==> src/rtl/fsi_pkg.sv <==
// Shared constants and types for the fetch skip injector.
// Assumes fixed 32-bit instruction words.
package fsi_pkg;
    localparam int unsigned WORD_W = 32;
    localparam logic [WORD_W-1:0] FILLER_WORD = 32'h0000_0013;

    typedef enum logic [1:0] {
        CFG_TRIG = 2'd0,
        CFG_HDR  = 2'd1,
        CFG_ACT  = 2'd2,
        CFG_NONE = 2'd3
    } cfg_op_e;
endpackage

==> src/rtl/fsi_trigger.sv <==
// Arming logic: counts valid fetches of the trigger address and arms
// the injector on the Nth one (N=0 acts as 1). Assumes the trigger is
// loaded while disarmed. Arming is sticky until reset.
module fsi_trigger
    import fsi_pkg::*;
#(
    parameter int unsigned AW = 32,
    parameter int unsigned CW = 16
) (
    input  logic          clk,
    input  logic          rst_n,
    input  logic          cfg_we,
    input  logic [1:0]    cfg_op,
    input  logic [AW-1:0] cfg_addr,
    input  logic [CW-1:0] cfg_count,
    input  logic          fetch_valid,
    input  logic [AW-1:0] fetch_pc,
    output logic          armed,
    output logic          armed_pulse
);
    logic [AW-1:0] trig_addr_q;
    logic [CW-1:0] trig_n_q;
    logic [CW-1:0] tcnt_q;
    logic          armed_q;
    logic          pulse_q;
    logic [CW:0]   thr;
    logic          hit;
    logic          arm_now;

    // Threshold and arming decision for the current fetch.
    always_comb begin
        thr     = (trig_n_q == '0) ? (CW+1)'(1) : {1'b0, trig_n_q};
        hit     = fetch_valid && !armed_q && (fetch_pc == trig_addr_q);
        arm_now = hit && (({1'b0, tcnt_q} + (CW+1)'(1)) >= thr);
    end

    // Trigger registers, occurrence counter and sticky armed flag.
    always_ff @(posedge clk) begin
        if (!rst_n) begin
            trig_addr_q <= '0;
            trig_n_q    <= '0;
            tcnt_q      <= '0;
            armed_q     <= 1'b0;
            pulse_q     <= 1'b0;
        end else begin
            pulse_q <= arm_now;
            if (arm_now) begin
                armed_q <= 1'b1;
            end
            if (cfg_we && !armed_q && cfg_op == CFG_TRIG) begin
                trig_addr_q <= cfg_addr;
                trig_n_q    <= cfg_count;
                tcnt_q      <= '0;
            end else if (hit && !arm_now) begin
                tcnt_q <= tcnt_q + CW'(1);
            end
        end
    end

    assign armed       = armed_q;
    assign armed_pulse = pulse_q;
endmodule

==> src/rtl/fsi_table.sv <==
// Per-address action table. Each entry holds an address, an action
// count and up to SLOTS actions (kind, k). While armed, the
// lowest-indexed matching entry decides skip or execute and advances
// its own pointer and occurrence counter. Writes apply only while
// disarmed.
module fsi_table
    import fsi_pkg::*;
#(
    parameter int unsigned AW      = 32,
    parameter int unsigned ENTRIES = 8,
    parameter int unsigned SLOTS   = 4,
    parameter int unsigned CW      = 16,
    localparam int unsigned IW     = (ENTRIES > 1) ? $clog2(ENTRIES) : 1,
    localparam int unsigned SW     = (SLOTS > 1) ? $clog2(SLOTS) : 1,
    localparam int unsigned PW     = $clog2(SLOTS + 1)
) (
    input  logic          clk,
    input  logic          rst_n,
    input  logic          cfg_we,
    input  logic [1:0]    cfg_op,
    input  logic [IW-1:0] cfg_entry,
    input  logic [SW-1:0] cfg_slot,
    input  logic          cfg_kind,
    input  logic [AW-1:0] cfg_addr,
    input  logic [CW-1:0] cfg_count,
    input  logic          armed,
    input  logic          fetch_valid,
    input  logic [AW-1:0] fetch_pc,
    output logic          skip
);
    logic          valid_q [ENTRIES];
    logic [AW-1:0] addr_q  [ENTRIES];
    logic [PW-1:0] nact_q  [ENTRIES];
    logic [PW-1:0] ptr_q   [ENTRIES];
    logic [CW-1:0] rem_q   [ENTRIES];
    logic          kind_q  [ENTRIES][SLOTS];
    logic [CW-1:0] cnt_q   [ENTRIES][SLOTS];

    logic [IW-1:0] sel;
    logic          any;
    logic [PW-1:0] cur_ptr;
    logic [PW-1:0] cur_nact;
    logic [SW-1:0] slot;
    logic          in_list;
    logic          cur_kind;
    logic [CW:0]   lim;
    logic          last;
    logic          active;
    logic          adv;
    logic [PW-1:0] hdr_nact;

    // Priority match: the lowest index holding the fetch address wins.
    always_comb begin
        sel = '0;
        any = 1'b0;
        for (int i = ENTRIES - 1; i >= 0; i--) begin
            if (valid_q[i] && addr_q[i] == fetch_pc) begin
                sel = IW'(i);
                any = 1'b1;
            end
        end
    end

    // Skip decision and advance condition for the selected entry.
    always_comb begin
        cur_ptr  = ptr_q[sel];
        cur_nact = nact_q[sel];
        in_list  = cur_ptr < cur_nact;
        slot     = cur_ptr[SW-1:0];
        cur_kind = kind_q[sel][slot];
        lim      = (cnt_q[sel][slot] == '0) ? (CW+1)'(1) : {1'b0, cnt_q[sel][slot]};
        last     = ({1'b0, rem_q[sel]} + (CW+1)'(1)) >= lim;
        active   = armed && fetch_valid && any;
        skip     = active && ((cur_nact == '0) || (in_list && cur_kind));
        adv      = active && in_list;
        hdr_nact = (cfg_count > CW'(SLOTS)) ? PW'(SLOTS) : cfg_count[PW-1:0];
    end

    // Table storage: configuration writes and per-entry progress.
    always_ff @(posedge clk) begin
        if (!rst_n) begin
            for (int i = 0; i < ENTRIES; i++) begin
                valid_q[i] <= 1'b0;
                addr_q[i]  <= '0;
                nact_q[i]  <= '0;
                ptr_q[i]   <= '0;
                rem_q[i]   <= '0;
                for (int s = 0; s < SLOTS; s++) begin
                    kind_q[i][s] <= 1'b0;
                    cnt_q[i][s]  <= '0;
                end
            end
        end else if (cfg_we && !armed) begin
            if (cfg_op == CFG_HDR) begin
                valid_q[cfg_entry] <= 1'b1;
                addr_q[cfg_entry]  <= cfg_addr;
                nact_q[cfg_entry]  <= hdr_nact;
                ptr_q[cfg_entry]   <= '0;
                rem_q[cfg_entry]   <= '0;
            end else if (cfg_op == CFG_ACT) begin
                kind_q[cfg_entry][cfg_slot] <= cfg_kind;
                cnt_q[cfg_entry][cfg_slot]  <= cfg_count;
            end
        end else if (adv) begin
            if (last) begin
                ptr_q[sel] <= cur_ptr + PW'(1);
                rem_q[sel] <= '0;
            end else begin
                rem_q[sel] <= rem_q[sel] + CW'(1);
            end
        end
    end
endmodule

==> src/rtl/fsi_ibuf.sv <==
// One-entry instruction buffer. A forwarded fetch loads the memory word.
// A skipped fetch leaves the buffer unchanged, so the prior word is
// reissued. The buffer resets to the filler word, which covers a skip
// that arrives before any load.
module fsi_ibuf
    import fsi_pkg::*;
(
    input  logic              clk,
    input  logic              rst_n,
    input  logic              fetch_valid,
    input  logic              skip,
    input  logic [WORD_W-1:0] mem_rdata,
    output logic              issue_valid,
    output logic [WORD_W-1:0] issue_instr,
    output logic              skip_pulse
);
    logic [WORD_W-1:0] buf_q;
    logic              iv_q;
    logic              sp_q;

    // Buffer load, issue strobe and skip status.
    always_ff @(posedge clk) begin
        if (!rst_n) begin
            buf_q <= FILLER_WORD;
            iv_q  <= 1'b0;
            sp_q  <= 1'b0;
        end else begin
            iv_q <= fetch_valid;
            sp_q <= fetch_valid && skip;
            if (fetch_valid && !skip) begin
                buf_q <= mem_rdata;
            end
        end
    end

    assign issue_valid = iv_q;
    assign issue_instr = buf_q;
    assign skip_pulse  = sp_q;
endmodule

==> src/rtl/fetch_skip_injector.sv <==
// Top level of the fetch skip injector. Sits between the core fetch
// port and instruction memory. Assumes memory returns mem_rdata in the
// same cycle as mem_req, and that the core steps its PC by 4 per slot.
module fetch_skip_injector
    import fsi_pkg::*;
#(
    parameter int unsigned ENTRIES = 8,
    parameter int unsigned SLOTS   = 4,
    parameter int unsigned CW      = 16
) (
    input  logic                       clk,
    input  logic                       rst_n,
    input  logic                       cfg_we,
    input  logic [1:0]                 cfg_op,
    input  logic [$clog2(ENTRIES)-1:0] cfg_entry,
    input  logic [$clog2(SLOTS)-1:0]   cfg_slot,
    input  logic                       cfg_kind,
    input  logic [WORD_W-1:0]          cfg_addr,
    input  logic [CW-1:0]              cfg_count,
    input  logic                       fetch_valid,
    input  logic [WORD_W-1:0]          fetch_pc,
    output logic                       mem_req,
    output logic [WORD_W-1:0]          mem_addr,
    input  logic [WORD_W-1:0]          mem_rdata,
    output logic                       issue_valid,
    output logic [WORD_W-1:0]          issue_instr,
    output logic                       armed,
    output logic                       armed_pulse,
    output logic                       skip_pulse
);
    logic skip;

    fsi_trigger #(.AW(WORD_W), .CW(CW)) trig_u (
        .clk(clk), .rst_n(rst_n), .cfg_we(cfg_we), .cfg_op(cfg_op),
        .cfg_addr(cfg_addr), .cfg_count(cfg_count),
        .fetch_valid(fetch_valid), .fetch_pc(fetch_pc),
        .armed(armed), .armed_pulse(armed_pulse)
    );

    fsi_table #(.AW(WORD_W), .ENTRIES(ENTRIES), .SLOTS(SLOTS), .CW(CW)) tbl_u (
        .clk(clk), .rst_n(rst_n), .cfg_we(cfg_we), .cfg_op(cfg_op),
        .cfg_entry(cfg_entry), .cfg_slot(cfg_slot), .cfg_kind(cfg_kind),
        .cfg_addr(cfg_addr), .cfg_count(cfg_count), .armed(armed),
        .fetch_valid(fetch_valid), .fetch_pc(fetch_pc), .skip(skip)
    );

    fsi_ibuf buf_u (
        .clk(clk), .rst_n(rst_n), .fetch_valid(fetch_valid), .skip(skip),
        .mem_rdata(mem_rdata), .issue_valid(issue_valid),
        .issue_instr(issue_instr), .skip_pulse(skip_pulse)
    );

    // Forward the fetch unless the table suppresses it.
    assign mem_req  = fetch_valid && !skip;
    assign mem_addr = fetch_pc;
endmodule

==> config.mk <==
export PLATFORM = sky130hd
export DESIGN_NAME = fetch_skip_injector
export DESIGN_NICKNAME = d
export VERILOG_FILES = /design/src/rtl/fsi_pkg.sv /design/src/rtl/fsi_trigger.sv /design/src/rtl/fsi_table.sv /design/src/rtl/fsi_ibuf.sv /design/src/rtl/fetch_skip_injector.sv
export SDC_FILE = /design/constraint.sdc
export NUM_CORES = 2
export LEC_CHECK = 0
export BUFFER_PORTS_ARGS = -buffer_cell sky130_fd_sc_hd__buf_2
export CORE_ASPECT_RATIO = 0.75
export CORE_MARGIN = 2
export CORE_UTILIZATION = 30
export CTS_CLUSTER_SIZE = 10
export DETAILED_ROUTE_END_ITERATION = 7
export PLACE_DENSITY = 0.57
export RECOVER_POWER = 50
export SLEW_MARGIN = 20
export SYNTH_ARGS = -nofsm -noshare
export SYNTH_HDL_FRONTEND = slang
export SYNTH_SLANG_ARGS = --single-unit
==> constraint.sdc <==
create_clock -name clk -period 15.5 [get_ports clk]
set_input_delay 0.775 -clock clk [delete_from_list [all_inputs] [get_ports clk]]
set_output_delay 0.775 -clock clk [all_outputs]
set_load 0.005 [all_outputs]
==> parameters.txt <==
Parameter                              Value

Route
  Via Count ... 39,900
  Vias per std cell ... 5.49
  ANT nets after route ... 0
  Routed length per instance ... 28.4 µm
  Iteration count of the initial detailed-routing pass ... 5
  Detailed Route Iter0 Violations ... 5,822
  Residual DRC ... 0
  Routed wire length ... 207,000 µm

Layout
  Ratio of cells with drive above 1 in the final layout ... 9.54%
  Multi-input logic area ... 20,800 µm²
  Area delta synth->final ... 12.9%
  Storage cell area ... 31,500 µm²
  Final net count ... 4,979
  Final non-filler cell total ... 7,279
  Filler Cell Count ... 17,800

Worst setup path
  Slowest-stage cell, CP ... clkbuf_1
  Critical path required time ... 15.91 ns
  Critical path startpoint category ... input pin
  Reg-to-reg startpoint ... tbl_u.addr_q[1][7]$_SDFFCE_PN0P_
  Slack of the worst reg-to-reg path ... 5.38 ns
  CP dominant cell by count ... o21a_1
  Classification of the worst setup path ... input pin to register
  End of the worst register-to-register path ... tbl_u.rem_q[0][10]$_SDFFCE_PN0P_
  Slowest Stage Delay on Critical Path ... 1.13 ns
  Setup crit end kind ... register
  Maximum fanout count along the critical path ... 45
  Number of cell instances on the worst register-to-register path ... 30
  Arrival time reported for the critical path endpoint ... 11.20 ns

Yosys
  Unique cell type count in the Yosys netlist ... 91
  Top_reg_cell synth ... edfxtp_1
  Post-Syn Nets ... 4,930
  Sequential cell area fraction in the yosys report ... 58.2%
  Synthesized cell area ... 54,000 µm²
  Syn Inst Count ... 4,769
  Average cell area after synthesis ... 11.3 µm²
  Proportion of register bits with asynchronous set or reset after synthesis ... 0%
  Number of warnings reported in the yosys synthesis log ... 0
  Number of enable-type register cells in the synthesized netlist ... 975
  Flip-flop and latch count after synthesis ... 1,084

Timing
  Sum of negative setup slack ... 0 ns
  Number of hold violations in the final report ... 0
  Shortest period the worst path allows ... 10.79 ns
  Setup clock skew after layout ... 0.0521 ns
  Crit share post-route ... 69.6%
  Relative slew slack ... -165%
  Final number of max-transition violations ... 534
  Count of final setup violators ... 0
  Peak Freq ... 92.7 MHz
  Post-Route Hold Slack ... 0.243 ns
  Worst slew pin tran ... 3.98 ns
  Post-layout worst setup margin ... 4.71 ns
  Unrepaired setup endpoints after global routing ... no

Power
  Total leakage power ... 0.0216 µW
  Power, Total ... 6900 µW
  Power per unit of standard cell area ... 113 nW/µm²
  Worst vdd ir ... 90.7 µV

Outcome
  Violations in the final reports ... capacitance limit, slew limit
  Result of the run ... finished, violations left

GRT
  Largest net degree at the start of global routing ... 106
  Global-route total usage across every layer ... 22.0%
  Number of global-route vias before repair ... 36,500
  GR Overflow Total ... 0
  Initial antenna violation count ... 20
  First-pass GRT wire length ... 289,000 µm

Min path
  Hold-critical path depth ... 3
  Startpoint of the worst hold path ... mem_rdata[7]
  Min-delay worst type ... input pin to register
  Capture endpoint of the worst hold path ... buf_u.issue_instr[7]$_SDFFE_PN0P_

CTS
  Post-CTS Hold Fix Bufs ... 0
  Reg clk slew, reported paths ... 0.06 ns
  Maximum level of the CTS H-tree ... 4
  CTS tree ... done
  Deepest clock path buffer count ... 3
  Clock Root Buffer ... clkbuf_16
  Clock sink count ... 1,084
  Post CTS Setup Buffer Count ... 0
  Clk Latency, worst-skew pair ... 0.79 ns
  Cts repair resizes ... 0
  Number of CTS-inserted buffers ... 132

Floorplan
  Number of top-level design ports ... 193
  Effective utilization at floorplan ... 30.3%
  Core Region ... 178,000 µm²
  Overall die area ... 184,000 µm²
  Placement row count ... 134
  Die boundary width ... 494 µm
  Die outline height ... 372 µm

Placed design
  Detailed placement HPWL ... 137,000 µm
  Last weighted congestion value of the routability-driven placer ... 0.964
  Pre-CTS setup slack ... 4.88 ns
  Count of placed standard cells including taps ... 7,064
  Number of port buffers ... 192

Flow run
  Number of max-cap violations ... 15
-- layout make-up --
| type | count | area share (%) |
|---|---|---|
| Antenna cell | 4 | 0.0164 |
| Clock buffer | 187 | 5.94 |
| Clock inverter | 24 | 0.470 |
| Inverter | 51 | 0.314 |
| Multi-Input combinational cell | 3248 | 34.2 |
| Sequential cell | 1084 | 51.6 |
| Tap cell | 2380 | 4.88 |
| Timing Repair Buffer | 301 | 2.65 |
-- worst max-delay path, delay by kind of cell --
family	cells	cell delay [ns]
AO/OA/AOI/OAI	17	3.93
XOR/XNOR	1	0.26
adder cells (fa/ha/maj)	1	0.21
buffers and inverters	5	2.94
AND/OR/NAND/NOR	9	2.99
-- per-layer routing --
layer | vias up | GRT usage, % | share of wire [%]
met4 | 0 | 4.26 | 1.8
met2 | 2222 | 30.0 | 40
met5 | - | 0 | 0
li1 | 17300 | - | -
met3 | 223 | 5.45 | 11
met1 | 20200 | 34.5 | 47
-- through the flow --
stage          utilization, %  instance area, µm²
3_5_place_dp             32.1               57300
3_3_place_gp             32.1               57200
5_1_grt                  34.2               61000
4_1_cts                  34.3               61200
2_1_floorplan               -               54000
6_report                 34.2               61000
-- worst max path at each step --
stage | startpoint | to | slack, ns
global route | fetch_pc[9] | tbl_u.ptr_q[3][0]$_SDFFCE_PN0P_ | 4.47
detailed placement | fetch_pc[13] | tbl_u.rem_q[0][10]$_SDFFCE_PN0P_ | 4.88
finish | fetch_pc[9] | tbl_u.ptr_q[3][2]$_SDFFCE_PN0P_ | 4.71
global placement | fetch_pc[13] | tbl_u.rem_q[5][13]$_SDFFCE_PN0P_ | 4.79
CTS | tbl_u.addr_q[1][7]$_SDFFCE_PN0P_ | tbl_u.rem_q[0][10]$_SDFFCE_PN0P_ | 5.62
floorplan | fetch_pc[20] | tbl_u.rem_q[0][12]$_SDFFCE_PN0P_ | 7.92
-- layout by cell type, fill, tap and decap left out, drive strengths merged, types with 69 or more instances in the layout --
master,n
nor2,209
a21oi,195
dfxtp,109
nand4,69
xor2,184
mux2i,218
and2,593
nor4,94
nand2,520
o21ai,103
nor3,138
clkbuf,274
and3,284
xnor2,126
buf,214
edfxtp,975
-- synthesized netlist by cell type (20+ instances only) --
library cell,number,area share (%)
a2111oi_0,33,0.53
and2_1,591,6.8
nand4_1,69,0.80
xor2_1,184,3.0
a21oi_1,195,1.8
a211oi_1,55,0.76
or3_1,23,0.27
buf_2,72,0.67
o21a_1,20,0.28
clkbuf_1,245,1.7
and3_1,284,3.3
nor3_1,137,1.3
inv_1,51,0.35
nand3_1,55,0.51
o21ai_0,97,0.90
dfxtp_1,109,4.0
nor2_1,209,1.5
edfxtp_1,975,54
ha_1,37,0.86
mux2i_1,218,4.0
nor4_1,91,1.1
buf_4,47,0.65
xnor2_1,126,2.0
nand2_1,519,3.6
-- kinds of logic (layout without fill, tap and decap cells) --
family,count (synthesis),after routing,share of synthesized area [%]
buf+inv,437,563,3.64
mux,237,237,4.46
compound gates,569,569,6.93
xor+xnor,310,310,5.03
simple gates,2095,2095,20.9
flops,1084,1084,58.2
fa+ha+maj,37,37,0.857
other cells,0,4,0
-- state kept, by name, summed over array words and instances (netlist names) --
| register | flops |
|---|---|
| tbl_u.valid_q | 8 |
| tbl_u.ptr_q | 24 |
| buf_u.issue_instr | 32 |
| buf_u.skip_pulse | 1 |
| tbl_u.rem_q | 128 |
| tbl_u.cnt_q | 512 |
| tbl_u.addr_q | 256 |
| tbl_u.kind_q | 32 |
| trig_u.armed | 1 |
| trig_u.tcnt_q | 16 |
| trig_u.trig_n_q | 16 |
| trig_u.armed_pulse | 1 |
| tbl_u.nact_q | 24 |
| buf_u.issue_valid | 1 |
| trig_u.trig_addr_q | 32 |
-- report_power, final --
group,switching [µW],internal (µW)
Combinational,449,145
Clock,1270,1650
Sequential,64.9,3330
(Power assumes the default switching activity.)
